File: src/rtl/pinirq_pkg.sv
package pinirq_pkg;
  localparam int unsigned ADDR_W = 5;

  typedef enum logic [ADDR_W-1:0] {
    OFF_DIN   = 5'h00,
    OFF_POL   = 5'h04,
    OFF_CAUSE = 5'h08,
    OFF_EMASK = 5'h0C,
    OFF_LMASK = 5'h10
  } reg_off_e;
endpackage

File: src/rtl/pinirq_sync.sv
module pinirq_sync #(
  parameter int unsigned W      = 32,
  parameter int unsigned STAGES = 2
) (
  input  logic         clk,
  input  logic         rst_n,
  input  logic [W-1:0] d,
  output logic [W-1:0] q
);
  logic [W-1:0] stage_q [STAGES];

  for (genvar s = 0; s < STAGES; s++) begin : g_stage
    if (s == 0) begin : g_first
      always_ff @(posedge clk or negedge rst_n) begin
        if (!rst_n) stage_q[s] <= '0;
        else        stage_q[s] <= d;
      end
    end else begin : g_next
      always_ff @(posedge clk or negedge rst_n) begin
        if (!rst_n) stage_q[s] <= '0;
        else        stage_q[s] <= stage_q[s-1];
      end
    end
  end

  assign q = stage_q[STAGES-1];
endmodule

File: src/rtl/pinirq_detect.sv
module pinirq_detect #(
  parameter int unsigned W = 32
) (
  input  logic         clk,
  input  logic         rst_n,
  input  logic [W-1:0] line_sync,
  input  logic [W-1:0] pol,
  output logic [W-1:0] data_in,
  output logic [W-1:0] edge_hit
);
  // Previous raw synchronised level: edges are judged on the raw line so a
  // polarity change alone never counts as a transition.
  logic [W-1:0] line_prev_q;

  always_ff @(posedge clk or negedge rst_n) begin
    if (!rst_n) line_prev_q <= '0;
    else        line_prev_q <= line_sync;
  end

  assign data_in  = line_sync ^ pol;
  assign edge_hit = (line_sync ^ line_prev_q) & data_in;
endmodule

File: src/rtl/pinirq_regs.sv
module pinirq_regs
  import pinirq_pkg::*;
#(
  parameter int unsigned W = 32
) (
  input  logic              clk,
  input  logic              rst_n,
  input  logic              bus_sel,
  input  logic              bus_wr,
  input  logic [ADDR_W-1:0] bus_addr,
  input  logic [W-1:0]      bus_wdata,
  output logic [W-1:0]      bus_rdata,
  input  logic [W-1:0]      data_in,
  input  logic [W-1:0]      edge_hit,
  output logic [W-1:0]      pol_q,
  output logic [W-1:0]      emask_q,
  output logic [W-1:0]      lmask_q,
  output logic [W-1:0]      cause_q
);
  logic         wr_en;
  logic         rd_en;
  logic [W-1:0] cause_keep;
  logic [W-1:0] rd_mux;

  assign wr_en = bus_sel & bus_wr;
  assign rd_en = bus_sel & ~bus_wr;

  always_comb begin
    cause_keep = '1;
    if (wr_en && bus_addr == OFF_CAUSE) cause_keep = bus_wdata;
  end

  always_comb begin
    case (bus_addr)
      OFF_DIN:   rd_mux = data_in;
      OFF_POL:   rd_mux = pol_q;
      OFF_CAUSE: rd_mux = cause_q;
      OFF_EMASK: rd_mux = emask_q;
      OFF_LMASK: rd_mux = lmask_q;
      default:   rd_mux = '0;
    endcase
  end

  always_ff @(posedge clk or negedge rst_n) begin
    if (!rst_n) begin
      pol_q     <= '0;
      emask_q   <= '0;
      lmask_q   <= '0;
      cause_q   <= '0;
      bus_rdata <= '0;
    end else begin
      // new edges override a clear in the same cycle
      cause_q <= (cause_q & cause_keep) | edge_hit;
      if (wr_en && bus_addr == OFF_POL)   pol_q   <= bus_wdata;
      if (wr_en && bus_addr == OFF_EMASK) emask_q <= bus_wdata;
      if (wr_en && bus_addr == OFF_LMASK) lmask_q <= bus_wdata;
      if (rd_en) bus_rdata <= rd_mux;
    end
  end
endmodule

File: src/rtl/pinirq_group.sv
module pinirq_group #(
  parameter int unsigned W  = 32,
  parameter int unsigned GW = 8,
  localparam int unsigned NG = W / GW
) (
  input  logic [W-1:0]  data_in,
  input  logic [W-1:0]  lmask,
  input  logic [W-1:0]  cause,
  input  logic [W-1:0]  emask,
  output logic [NG-1:0] group_irq
);
  logic [W-1:0] pin_cause;

  assign pin_cause = (data_in & lmask) | (cause & emask);

  for (genvar g = 0; g < NG; g++) begin : g_grp
    assign group_irq[g] = |pin_cause[g*GW +: GW];
  end
endmodule

File: src/rtl/pinirq_top.sv
module pinirq_top
  import pinirq_pkg::*;
#(
  parameter int unsigned NPINS   = 32,
  parameter int unsigned GROUP_W = 8,
  localparam int unsigned NGROUPS = NPINS / GROUP_W
) (
  input  logic               clk,
  input  logic               rst_n,
  input  logic [NPINS-1:0]   pin_in,
  input  logic               bus_sel,
  input  logic               bus_wr,
  input  logic [ADDR_W-1:0]  bus_addr,
  input  logic [NPINS-1:0]   bus_wdata,
  output logic [NPINS-1:0]   bus_rdata,
  output logic [NGROUPS-1:0] group_irq
);
  logic [NPINS-1:0] line_sync;
  logic [NPINS-1:0] data_in;
  logic [NPINS-1:0] edge_hit;
  logic [NPINS-1:0] pol_q;
  logic [NPINS-1:0] emask_q;
  logic [NPINS-1:0] lmask_q;
  logic [NPINS-1:0] cause_q;

  pinirq_sync #(.W(NPINS), .STAGES(2)) u_sync (
    .clk(clk), .rst_n(rst_n), .d(pin_in), .q(line_sync)
  );

  pinirq_detect #(.W(NPINS)) u_detect (
    .clk(clk), .rst_n(rst_n), .line_sync(line_sync), .pol(pol_q),
    .data_in(data_in), .edge_hit(edge_hit)
  );

  pinirq_regs #(.W(NPINS)) u_regs (
    .clk(clk), .rst_n(rst_n),
    .bus_sel(bus_sel), .bus_wr(bus_wr), .bus_addr(bus_addr),
    .bus_wdata(bus_wdata), .bus_rdata(bus_rdata),
    .data_in(data_in), .edge_hit(edge_hit),
    .pol_q(pol_q), .emask_q(emask_q), .lmask_q(lmask_q), .cause_q(cause_q)
  );

  pinirq_group #(.W(NPINS), .GW(GROUP_W)) u_group (
    .data_in(data_in), .lmask(lmask_q), .cause(cause_q), .emask(emask_q),
    .group_irq(group_irq)
  );
endmodule

File: config.mk
export PLATFORM = sky130hd
export DESIGN_NAME = pinirq_top
export DESIGN_NICKNAME = d
export VERILOG_FILES = /design/src/rtl/pinirq_pkg.sv /design/src/rtl/pinirq_sync.sv /design/src/rtl/pinirq_detect.sv /design/src/rtl/pinirq_regs.sv /design/src/rtl/pinirq_group.sv /design/src/rtl/pinirq_top.sv
export SDC_FILE = /design/constraint.sdc
export NUM_CORES = 1
export LEC_CHECK = 0
export ABC_AREA = 1
export BUFFER_PORTS_ARGS = -buffer_cell sky130_fd_sc_hd__buf_4
export CORE_ASPECT_RATIO = 1.1
export CORE_UTILIZATION = 40
export CTS_CLUSTER_SIZE = 28
export DETAILED_ROUTE_END_ITERATION = 10
export GPL_TIMING_DRIVEN = 1
export RECOVER_POWER = 50
export SLEW_MARGIN = 10
export SYNTH_ARGS = -nofsm -noshare
export SYNTH_HDL_FRONTEND = slang
export SYNTH_HIERARCHICAL = 1
export SYNTH_SLANG_ARGS = --single-unit
File: constraint.sdc
create_clock -name clk -period 1.8 [get_ports clk]
set_input_delay 0.27 -clock clk [delete_from_list [all_inputs] [get_ports clk]]
set_output_delay 0.27 -clock clk [all_outputs]
set_load 0.1 [all_outputs]
==> results of run 1 <==
metal layers:
| metal | global-route usage (%) | up-vias | routed length, um |
|---|---|---|---|
| met5 | 0 | - | 0 |
| met4 | 7.30 | 0 | 913 |
| met3 | 2.81 | 69 | 1950 |
| met2 | 35.3 | 309 | 15100 |
| met1 | 29.4 | 4757 | 14300 |
| li1 | - | 4947 | - |
cells in the mapped netlist:
| cell | instances | area [um^2] |
|---|---|---|
| o21ai_0 | 2 | 10.0 |
| buf_1 | 6 | 22.5 |
| xor2_1 | 32 | 280 |
| inv_1 | 187 | 702 |
| buf_4 | 38 | 285 |
| o21ai_1 | 126 | 631 |
| clkinv_1 | 1 | 3.75 |
| nand2_1 | 492 | 1850 |
| inv_2 | 1 | 3.75 |
| nor2_1 | 43 | 161 |
| buf_6 | 2 | 22.5 |
| nand4_4 | 2 | 42.5 |
| clkbuf_1 | 15 | 56.3 |
| inv_4 | 1 | 6.26 |
| nor2_4 | 3 | 33.8 |
| buf_2 | 42 | 210 |
| nand4_1 | 132 | 826 |
| nand3_1 | 64 | 320 |
| nor2_2 | 2 | 12.5 |
| nand2_2 | 1 | 6.26 |
| dfrtp_1 | 256 | 6410 |
what timing repair did:
action,in CTS,in global routing
gates resized for setup,27,12
endpoints found under the setup margin,4,4
pin swaps,14,14
hold buffers,65,0
setup buffers,24,11
endpoints found under the hold margin,104,0
cell type report:
type                            instances  area, um^2
Inverter                              190         716
Timing Repair Buffer                  249        2280
Sequential cell                       256        6420
Multi-Input combinational cell        899        4260
Tap cell                              368         460
Fill cell                            2763       13900
Clock inverter                          8        65.1
Clock buffer                           42         825
sequential cells by signal, summed over array words and instances (netlist names):
name                  count
u_regs/cause_q           32
u_regs/emask_q           32
u_regs/bus_rdata         32
u_detect/line_prev_q     32
u_regs/pol_q             32
u_sync/q                 32
u_regs/lmask_q           32
u_sync/stage_q           32
metrics by stage:
stage / instance area, um^2 / setup slack, ps
after global routing: 15000 / -339
after floorplan: 11900 / 23.1
after global placement: 13100 / 209
final: 15000 / -251
after detailed placement: 13100 / 210
after CTS: 14900 / -264
where the power goes:
group          switching (mW)  internal [mW]  leakage, nW
Combinational            1.56          0.945         4.23
Clock                    2.31           3.28        0.444
Sequential              0.362           6.19         3.11
Total                    4.23           10.4         7.79
cells by family (layout without fill, tap and decap cells):
logic type / Yosys count / count (layout) / synth area share, %
XOR/XNOR: 32 / 32 / 2.36
flip-flops: 256 / 256 / 53.9
AND/OR/NAND/NOR: 739 / 739 / 27.3
AO/OA/AOI/OAI: 128 / 128 / 5.39
buffers and inverters: 293 / 489 / 11.0
worst max-delay path by stage:
stage | cells past startpoint | slack, ps | to | startpoint
6_report | 8 | -250 | group_irq[0] | u_sync/q[1]
5_1_grt | 8 | -340 | group_irq[0] | u_sync/q[5]
4_1_cts | 8 | -260 | group_irq[3] | u_sync/q[31]
2_1_floorplan | 8 | 20 | group_irq[3] | u_sync/q[29]
3_3_place_gp | 8 | 210 | group_irq[0] | u_regs/pol_q[1]
3_5_place_dp | 8 | 210 | group_irq[1] | u_regs/pol_q[15]
cell usage in the layout, fill, tap and decap left out:
| cell type | synthesis | routed |
|---|---|---|
| nand2_1 | 492 | 487 |
| dfrtp_1 | 256 | 247 |
| inv_1 | 187 | 186 |
| buf_4 | 38 | 132 |
| nand4_1 | 132 | 132 |
| o21ai_1 | 126 | 126 |
| dlygate4sd3_1 | 0 | 65 |
| nand3_1 | 64 | 64 |
| nor2_1 | 43 | 37 |
| clkbuf_4 | 0 | 32 |
| clkbuf_16 | 0 | 29 |
| xor2_1 | 32 | 25 |
| buf_12 | 0 | 19 |
| dfrtp_2 | 0 | 9 |
| clkbuf_1 | 15 | 8 |
| clkinv_2 | 0 | 7 |
| xor2_2 | 0 | 7 |
| nor2_2 | 2 | 7 |
| nand2_2 | 1 | 6 |
| clkbuf_8 | 0 | 5 |
| nor2_4 | 3 | 4 |
| inv_2 | 1 | 2 |
| o21ai_0 | 2 | 2 |
| nand4_4 | 2 | 2 |
| bufinv_16 | 0 | 1 |
| buf_8 | 0 | 1 |
| inv_4 | 1 | 1 |
| clkinv_1 | 1 | 1 |
worst reg2reg max path: stages (launching register included):
cell and delay [ps]:
dfrtp_1 430, xor2_2 200, buf_4 140, nand4_1 80, nand2_1 70, nor2_1 100
nand2_1 60, nand2_1 60, nand2_1 50
==> metrics.yaml, run 1 <==
grt:
  track_usage_pct: 21.5
  grt_max_degree: 53
  antenna_found_initial: 0
  grt_pass1_vias: 9691
  grt_pass1_wl_um: 51900
  gr-total-overflow: 0
floorplanning:
  ioPinCount: 109
  dieHeight_um: 183
  std_cell_rows: 65
  start_util_pct: 41.1
  die_area_um2: 30400
  core_area_um2: 29000
  chipWidth_um: 166
place:
  gp_congestion: 0.833
  place_hpwl_um: 20400
  portBuffers: 108
  dp_cells: 1862
clock_tree:
  cts.sinks: 256
  insertion_delay_ps: 540
  cts_buffers: 29
  clk_pin_slew_ps: 60
  clk_path_buf_depth: 3
  cts_tree: "done"
  cts-root-buf: "clkbuf_16"
  cts_max_level: 1
power:
  powerDensity_nw_per_um2: 976
  peakVddDrop_mv: 0.783
  p_leak_nw: 7.79
  total_power_mw: 14.7
synthesis:
  synth_nets: 1521
  ys_types: 21
  synth_seq_cells: 256
  yosysWarnings: 6
  netlist_instances: 1448
  syn_area_um2: 11900
  synth_area_per_cell_um2: 8.21
  synth.yosys.seq_area_share_pct: 53.9
sta:
  fin_ws_ps: -251
  tightest_slew_ps: 511
  finalCritPeriodShare_pct: 114
  final_max_slew_viol_count: 0
  finalCriticalPeriod_ps: 2050
  rsz0062_at_grt: "yes"
  setup_violations: 4
  hold_ws_ps: 223
  fin_tns_setup_ps: -922
  fmax_mhz: 487
  hold_violations: 0
  max_slew_margin_pct: 65.9
  fin_skew_ps: 7.18
final_layout:
  drive_gt1_share_pct: 16.1
  fin_nets: 1698
  final_cells: 2012
  syn2layout_area_growth_pct: 26.3
  final_util_pct: 51.9
  num_antenna_cells: 0
route:
  drc: 8
  first_iter_violations: 934
  avgRoutedWirePerCell_um: 16.0
  avgViaCountPerCell: 5.01
  ant_nets: 0
  dr_total_vias: 10100
  dr.pass1.iters: 8
  wirelength_um: 32300
setup_path:
  cp-start-kind: "register"
  cp_slowest_stage_delay_ps: 430
  crit_family: "flip-flops"
  crit_chain: "xor2_2, nand2_1, nand2_1, inv_2, nand2_2, nor2_2, nand2_2, buf_12"
  worst-r2r-cell-count: 8
  end_kind: "output pin"
  cp_max_fo: 3
  cp_num_buf_inv: 2
  cp_data_arrival_time_ps: 1780
  critical_path_class: "register to output pin"
  r2r-end: "u_regs/bus_rdata[9]"
  worst_path_max_delay_cell: "dfrtp_2"
  rrSetupSlack_ps: 510
  r2r_start: "u_sync/q[9]"
  required_ps: 1530
outcome:
  violations: "DRC, setup timing"
  outcome: "finished, violations left"
min_path:
  whs_path_depth: 5
  hp-start: "bus_wr"
  hold_class: "input pin to register"
  hold_end: "u_regs/bus_rdata[5]"
flow_run:
  maxCapViolCount: 0
Power figures use the tool's default switching activity.
==> inputs of run 2 (changes only) <==
ABC_AREA = default   (was 1)
CORE_UTILIZATION = 35   (was 40)
==> run 2 against run 1 <==
Compared with the run above:
- fmax is 11% lower
- clock skew hardly changed
- register-to-register slack worse by 40 ps
- die area is 12% higher
- sequential power hardly changed
- critical path depth is 3 lower
- clock-buffer cell count is 1 lower
- clock power is 5.7% lower
- combinational power is 17% lower
- the flow finishes with violations (setup timing)
- global-route usage is 3.9 points lower
==> metrics.yaml, run 2 <==
synthesis:
  synth_top_family_by_area: "compound AO/OA/AOI/OAI gates"  # was simple AND/OR/NAND/NOR gates
  synth_nets: 937  # was 1521
  yosys-top-cells-count: "256 x dfrtp_1, 65 x nand2b_1, 64 x mux2i_1"  # was 492 x nand2_1, 256 x dfrtp_1, 187 x inv_1
  async_reset_ff_share_pct: 100  # unchanged
  yosysWarnings: 6  # unchanged
  yosysTopAreaCellShare_pct: 54.9  # was 53.9%
  synth_seq_cells: 256  # unchanged
  synth_mux_area_share_pct: 14.7  # was 0%
  synth-xor-area-share_pct: 2.40  # was 2.36%
  synth.yosys.seq_area_share_pct: 54.9  # was 53.9%
  netlist_instances: 864  # was 1448
  yosysMostFrequentCell: "dfrtp_1"  # was nand2_1
  synth-compound-area-share_pct: 16.0  # was 5.39%
  synth_area_per_cell_um2: 13.5  # was 8.21 um^2
  synth_top_cell_by_area: "dfrtp_1"  # unchanged
  synth-simple-area-share_pct: 7.66  # was 27.3%
  ys_types: 32  # was 21
  ys.flop_type: "dfrtp_1"  # unchanged
  syn_area_um2: 11700  # was 11900 um^2
  synthAdderAreaFrac_pct: 0  # unchanged
  synth_edf_count: 0  # unchanged
  synth_area_leaders: "dfrtp_1 55%, mux2_2 6.1%, mux2i_1 5.5%, nand2b_1 3.5%, a22oi_2 3.2%"  # was dfrtp_1 54%, nand2_1 16%, nand4_1 6.9%, inv_1 5.9%, o21ai_1 5.3%
floorplanning:
  die_area_um2: 34100  # was 30400 um^2
  core_area_um2: 32500  # was 29000 um^2
  start_util_pct: 35.9  # was 41.1%
  dieHeight_um: 194  # was 183 um
  ioPinCount: 109  # unchanged
  chipWidth_um: 176  # was 166 um
  std_cell_rows: 69  # was 65
place:
  place_hpwl_um: 19000  # was 20400 um
  portBuffers: 108  # unchanged
  place_ws_ps: -162  # was 210 ps
  gp_congestion: 0.755  # was 0.833
  place_area_um2: 13100  # about the same
grt:
  grt_max_degree: 52  # was 53
  gr-total-overflow: 0  # unchanged
  track_usage_pct: 17.5  # was 21.5%
  antenna_found_initial: 0  # unchanged
  grt_pass1_vias: 8067  # was 9691
  grt_pass1_wl_um: 47000  # was 51900 um
power:
  total_power_mw: 13.9  # was 14.7 mW
  p_leak_nw: 6.34  # was 7.79 nW
  powerDensity_nw_per_um2: 952  # was 976 nW/um^2
  peakVddDrop_mv: 0.669  # was 0.783 mV
setup_path:
  cp-start-kind: "register"  # unchanged
  crit_cells: 5  # was 8
  cp_data_arrival_time_ps: 2030  # was 1780 ps
  worst_path_max_delay_cell: "dfrtp_2"  # unchanged
  cp_max_fo: 2  # was 3
  cp_num_buf_inv: 1  # was 2
  worst-r2r-cell-count: 4  # was 8
  critical_path_class: "register to output pin"  # unchanged
  crit_family: "compound AO/OA/AOI/OAI gates"  # was flip-flops
  required_ps: 1530  # about the same
  crit_chain: "xor2_1, a22o_1, a221oi_2, nand4_1, buf_8"  # was xor2_2, nand2_1, nand2_1, inv_2, nand2_2, nor2_2, nand2_2, buf_12
  end_kind: "output pin"  # unchanged
  cp_slowest_stage_delay_ps: 430  # about the same
sta:
  max_slew_margin_pct: 3.57  # was 65.9%
  fin_tns_setup_ps: -1900  # was -922 ps
  fin_skew_ps: 7.42  # was 7.18 ps
  rsz0062_at_grt: "yes"  # unchanged
  final_max_slew_viol_count: 0  # unchanged
  finalCriticalPeriod_ps: 2300  # was 2050 ps
  fmax_mhz: 435  # was 487 MHz
  tightest_slew_ps: 1450  # was 511 ps
  setup_violations: 4  # unchanged
  hold_violations: 0  # unchanged
  fin_ws_ps: -500  # was -251 ps
  finalCritPeriodShare_pct: 128  # was 114%
clock_tree:
  cts_tree: "done"  # unchanged
  clk_path_buf_depth: 3  # unchanged
  cts_buffers: 29  # unchanged
  cts.sinks: 256  # unchanged
  clk_pin_slew_ps: 50  # was 60 ps
  cts-root-buf: "clkbuf_16"  # unchanged
  cts_max_level: 1  # unchanged
  insertion_delay_ps: 530  # was 540 ps
route:
  wirelength_um: 29400  # was 32300 um
  first_iter_violations: 428  # was 934
  drc: 0  # was 8
  avgRoutedWirePerCell_um: 19.8  # was 16.0 um
  avgViaCountPerCell: 5.17  # was 5.01
  dr_total_vias: 7671  # was 10.1k
  ant_nets: 0  # unchanged
  dr.pass1.iters: 4  # was 8
final_layout:
  fin_nets: 1116  # was 1698
  drive_gt1_share_pct: 32.9  # was 16.1%
  final_cell_mix: "254 x dfrtp_1, 105 x buf_4, 64 x nand2b_1, 64 x mux2i_1"  # was 487 x nand2_1, 247 x dfrtp_1, 186 x inv_1
  syn2layout_area_growth_pct: 24.9  # was 26.3%
  fillers: 3027  # was 2763
  finalInstanceArea_um2: 14600  # was 15000 um^2
  num_antenna_cells: 0  # unchanged
  layout_commonest_cell: "dfrtp_1"  # was nand2_1
min_path:
  whs_path_depth: 2  # was 5
  hold_class: "input pin to register"  # unchanged
flow_run:
  maxCapViolCount: 0  # unchanged
outcome:
  violations: "setup timing"  # was DRC, setup timing
  outcome: "finished, violations left"  # unchanged
-- run 2: changes by cell type after synthesis, moves of 63 or more --
cell      delta
o21ai_1    -126
mux2i_1     +64
nand4_1    -128
inv_1      -187
mux2_2      +63
nand2_1    -460
nand2b_1    +65
-- run 2: report_power, final --
group          leakage (nW)  total (mW)  internal (mW)  switching [mW]
Sequential             3.12        6.53           6.17           0.360
Clock                 0.405        5.27           3.04            2.23
Combinational          2.81        2.09           1.02            1.07
-- run 2: per-layer routing --
layer | vias to the layer above | track usage (%) | wire [um]
met1 | 3887 | 25.0 | 13500
met3 | 40 | 2.83 | 1690
met5 | - | 0 | 0
met2 | 201 | 27.9 | 13700
met4 | 0 | 3.86 | 485
li1 | 3543 | - | -
-- run 2: cell families (layout without fill, tap and decap cells) --
| family | Yosys count | count (layout) |
|---|---|---|
| flip-flops | 256 | 256 |
| multiplexers | 160 | 160 |
| XOR/XNOR | 32 | 32 |
| buffers and inverters | 79 | 272 |
| AO/OA/AOI/OAI | 193 | 193 |
| AND/OR/NAND/NOR | 144 | 144 |
-- run 2: final cells by class --
class | instances | area, um^2 | area share [%]
Sequential cell | 256 | 6410 | 44.0
Multi-Input combinational cell | 529 | 4780 | 32.8
Timing Repair Buffer | 227 | 2040 | 14.0
Clock buffer | 41 | 801 | 5.49
Tap cell | 426 | 533 | 3.66
Clock inverter | 4 | 23.8 | 0.163
-- run 2: worst paths after layout --
check,from,to,slack [ps]
worst min register to register,u_sync/stage_q[43],u_sync/q[11],350
max in group asynchronous,rst_n,u_regs/pol_q[24],170
min in group asynchronous,rst_n,u_regs/bus_rdata[1],610
worst max-delay path,u_sync/q[25],group_irq[3],-500
worst min-delay path,bus_wdata[7],u_regs/lmask_q[7],20
worst max register to register,u_regs/pol_q[23],u_regs/bus_rdata[23],470
-- run 2: stage by stage --
step	instances	hold WS (ps)	util [%]
3_3_place_gp	1372	236	40.3
5_1_grt	1483	5.03	44.8
6_report	1483	20.4	44.8
4_1_cts	1482	3.45	44.9
3_5_place_dp	1372	228	40.3
2_1_floorplan	864	-25.6	-
-- run 2: repair_timing --
item,4_1_cts,5_1_grt
hold buffers,63,0
hold endpoints to repair,156,0
setup endpoints to repair,4,4
buffers inserted,2,1
pin swaps,2,3
resized for setup,8,0
==> inputs of run 3 (changes only) <==
CORE_MARGIN = 2   (was default)
RECOVER_POWER = default   (was 50)
==> run 3 against run 2 <==
Compared with the run above:
- the flow still finishes with violations (setup timing)
- power up 5.9%
- cell count increased by 0.67%
- die area grew 2.2%
- sequential cell count did not move
- clock skew grew 1.8 ps
- sequential share of layout area decreased by 0.53 points
- design area grew 1.2%
- global-route usage down 0.26 points
- critical path type unchanged
- critical endpoint is now group_irq[1]
- highest routed layer unchanged
==> metrics.yaml, run 3 (synthesis results as in run 2) <==
floorplanning:
  core_area_um2: 33000  # was 32500 um^2
  dieHeight_um: 196  # was 194 um
  start_util_pct: 35.4  # was 35.9%
  chipWidth_um: 178  # was 176 um
  std_cell_rows: 70  # was 69
  ioPinCount: 109  # unchanged
  die_area_um2: 34800  # was 34100 um^2
setup_path:
  cp-start-kind: "register"  # unchanged
  r2r-end: "u_regs/bus_rdata[23]"  # unchanged
  required_ps: 1530  # about the same
  cp_data_arrival_time_ps: 2050  # was 2030 ps
  critical_path_class: "register to output pin"  # unchanged
  rrSetupSlack_ps: 520  # was 470 ps
  end_kind: "output pin"  # unchanged
  worst-r2r-cell-count: 4  # unchanged
  r2r_start: "u_regs/pol_q[23]"  # unchanged
  cp_max_fo: 2  # unchanged
sta:
  hold_ws_ps: 16.8  # was 20.4 ps
  fmax_mhz: 431  # was 435 MHz
  fin_ws_ps: -518  # was -500 ps
  max_slew_margin_pct: 57.0  # was 3.57%
  finalCritPeriodShare_pct: 129  # was 128%
  rsz0062_at_grt: "yes"  # unchanged
  setup_violations: 4  # unchanged
  tightest_slew_ps: 646  # was 1450 ps
  fin_skew_ps: 9.20  # was 7.42 ps
  final_max_slew_viol_count: 0  # unchanged
  hold_violations: 0  # unchanged
  finalCriticalPeriod_ps: 2320  # was 2300 ps
flow_run:
  maxCapViolCount: 0  # unchanged
grt:
  met3_usage_pct: 2.67  # was 2.83%
  grt_pass1_wl_um: 47000  # about the same
  track_usage_pct: 17.3  # was 17.5%
  met2_usage_pct: 27.3  # was 27.9%
  grt_use_met1_pct: 24.9  # was 25.0%
  antenna_found_initial: 0  # unchanged
  gr-total-overflow: 0  # unchanged
  grt_pass1_vias: 8076  # was 8067
  grt_max_degree: 65  # was 52
  busiest_layer: "met2"  # unchanged
min_path:
  whs_path_depth: 2  # unchanged
  hold_class: "input pin to register"  # unchanged
  hp-start: "bus_wdata[31]"  # was bus_wdata[7]
  hold_end: "u_regs/lmask_q[31]"  # was u_regs/lmask_q[7]
final_layout:
  syn2layout_area_growth_pct: 26.4  # was 24.9%
  final_cells: 1493  # was 1483
  layout_commonest_cell: "dfrtp_1"  # unchanged
  finalInstanceArea_um2: 14800  # was 14600 um^2
  final_cell_mix: "255 x dfrtp_1, 141 x buf_4, 64 x nand2b_1, 64 x mux2i_1"  # was 254 x dfrtp_1, 105 x buf_4, 64 x nand2b_1, 64 x mux2i_1
  fillers: 3028  # was 3027
  num_antenna_cells: 0  # unchanged
  fin_nets: 1112  # was 1116
  drive_gt1_share_pct: 33.7  # was 32.9%
power:
  peakVddDrop_mv: 0.603  # was 0.669 mV
  p_sw_share_pct: 25.6  # was 26.3%
  p_leak_nw: 6.44  # was 6.34 nW
  pwr-share-clk_pct: 41.3  # was 37.9%
  switching_power_mw: 3.76  # was 3.65 mW
  pwr-share-seq_pct: 44.4  # was 47.0%
  powerDensity_nw_per_um2: 996  # was 952 nW/um^2
  internal-power_mw: 10.9  # was 10.2 mW
  power_frac_comb_pct: 14.4  # was 15.0%
place:
  place_area_um2: 13100  # about the same
  portBuffers: 108  # unchanged
  dp_cells: 1373  # was 1372
  gp_congestion: 0.742  # was 0.755
  place_hpwl_um: 18700  # was 19000 um
route:
  dr.pass1.iters: 5  # was 4
  dr_total_vias: 7646  # was 7671
  ant_nets: 0  # unchanged
  avgRoutedWirePerCell_um: 19.6  # was 19.8 um
  drc: 0  # unchanged
  first_iter_violations: 326  # was 428
  avgViaCountPerCell: 5.12  # was 5.17
  wirelength_um: 29300  # was 29400 um
clock_tree:
  cts_tree: "done"  # unchanged
  insertion_delay_ps: 540  # was 530 ps
  clk_pin_slew_ps: 60  # was 50 ps
  cts_buffers: 29  # unchanged
  cts-root-buf: "clkbuf_16"  # unchanged
  cts_max_level: 1  # unchanged
  cts.sinks: 256  # unchanged
  clk_path_buf_depth: 3  # unchanged
outcome:
  outcome: "finished, violations left"  # unchanged
  violations: "setup timing"  # unchanged
==> run 3: cell count changes in the layout (fill, tap and decap cells not counted), moves of 2 or more <==
cell and delta:
buf_12 +2, clkbuf_1 -6, bufinv_16 +3, clkbuf_4 -36, buf_4 +36, clkinv_2 +4
buf_6 -2, clkbuf_8 +6
==> run 3: through the flow <==
stage	setup WS, ps	setup TNS [ps]	total power [mW]	util [%]
2_1_floorplan	-378	-1510	7.86	-
3_3_place_gp	-116	-7850	8.57	39.6
3_5_place_dp	-129	-7800	8.61	39.6
4_1_cts	-547	-2110	14.9	44.7
5_1_grt	-584	-2290	15.3	44.7
6_report	-518	-2010	14.7	44.7
==> run 3: worst max-delay path: stages, from the launching register on <==
cell,delay (ps)
dfrtp_1,380
xor2_1,180
a22o_1,260
a221oi_2,220
nand4_1,210
buf_8,230
==> run 3: per-layer routing <==
layer  vias up  wire, um
li1       3545         -
met1      3883     13800
met2       173     13600
met3        45      1300
met4         0       572
met5         -         0
==> run 3: final cells by class <==
| cell class | instances | area [um^2] | share of cell area, % |
|---|---|---|---|
| clock buffers | 43 | 868 | 5.88 |
| clock inverters | 10 | 125 | 0.848 |
| multi-input cells | 529 | 4780 | 32.4 |
| flip-flops and latches | 256 | 6410 | 43.4 |
| well taps | 432 | 541 | 3.66 |
| repair buffers | 223 | 2040 | 13.8 |
==> run 3: power groups by stage <==
stage / sequential, mW / combinational (mW) / clock [mW]
floorplan: 6.54 / 1.31 / 0
global placement: 6.61 / 1.96 / 0
detailed placement: 6.63 / 1.98 / 0
CTS: 6.53 / 2.14 / 6.22
global route: 6.59 / 2.29 / 6.46
finish: 6.53 / 2.11 / 6.06
==> run 3: worst max-delay path by stage <==
stage	start	end	slack [ps]	cells past startpoint
after global placement	bus_addr[2]	u_regs/lmask_q[19]	-120	5
after CTS	u_regs/pol_q[6]	group_irq[0]	-550	5
final	u_regs/pol_q[9]	group_irq[1]	-520	5
after floorplan	u_sync/q[1]	group_irq[0]	-380	5
after detailed placement	bus_addr[2]	u_regs/lmask_q[12]	-130	5
after global routing	u_regs/pol_q[9]	group_irq[1]	-580	5
==> run 3: repair_timing <==
| item | 4_1_cts | 5_1_grt |
|---|---|---|
| setup endpoints to repair | 4 | 4 |
| hold buffers | 63 | 0 |
| pin swaps | 3 | 2 |
| setup buffers | 4 | 0 |
| gates resized for setup | 7 | 0 |
| endpoints found under the hold margin | 180 | 0 |
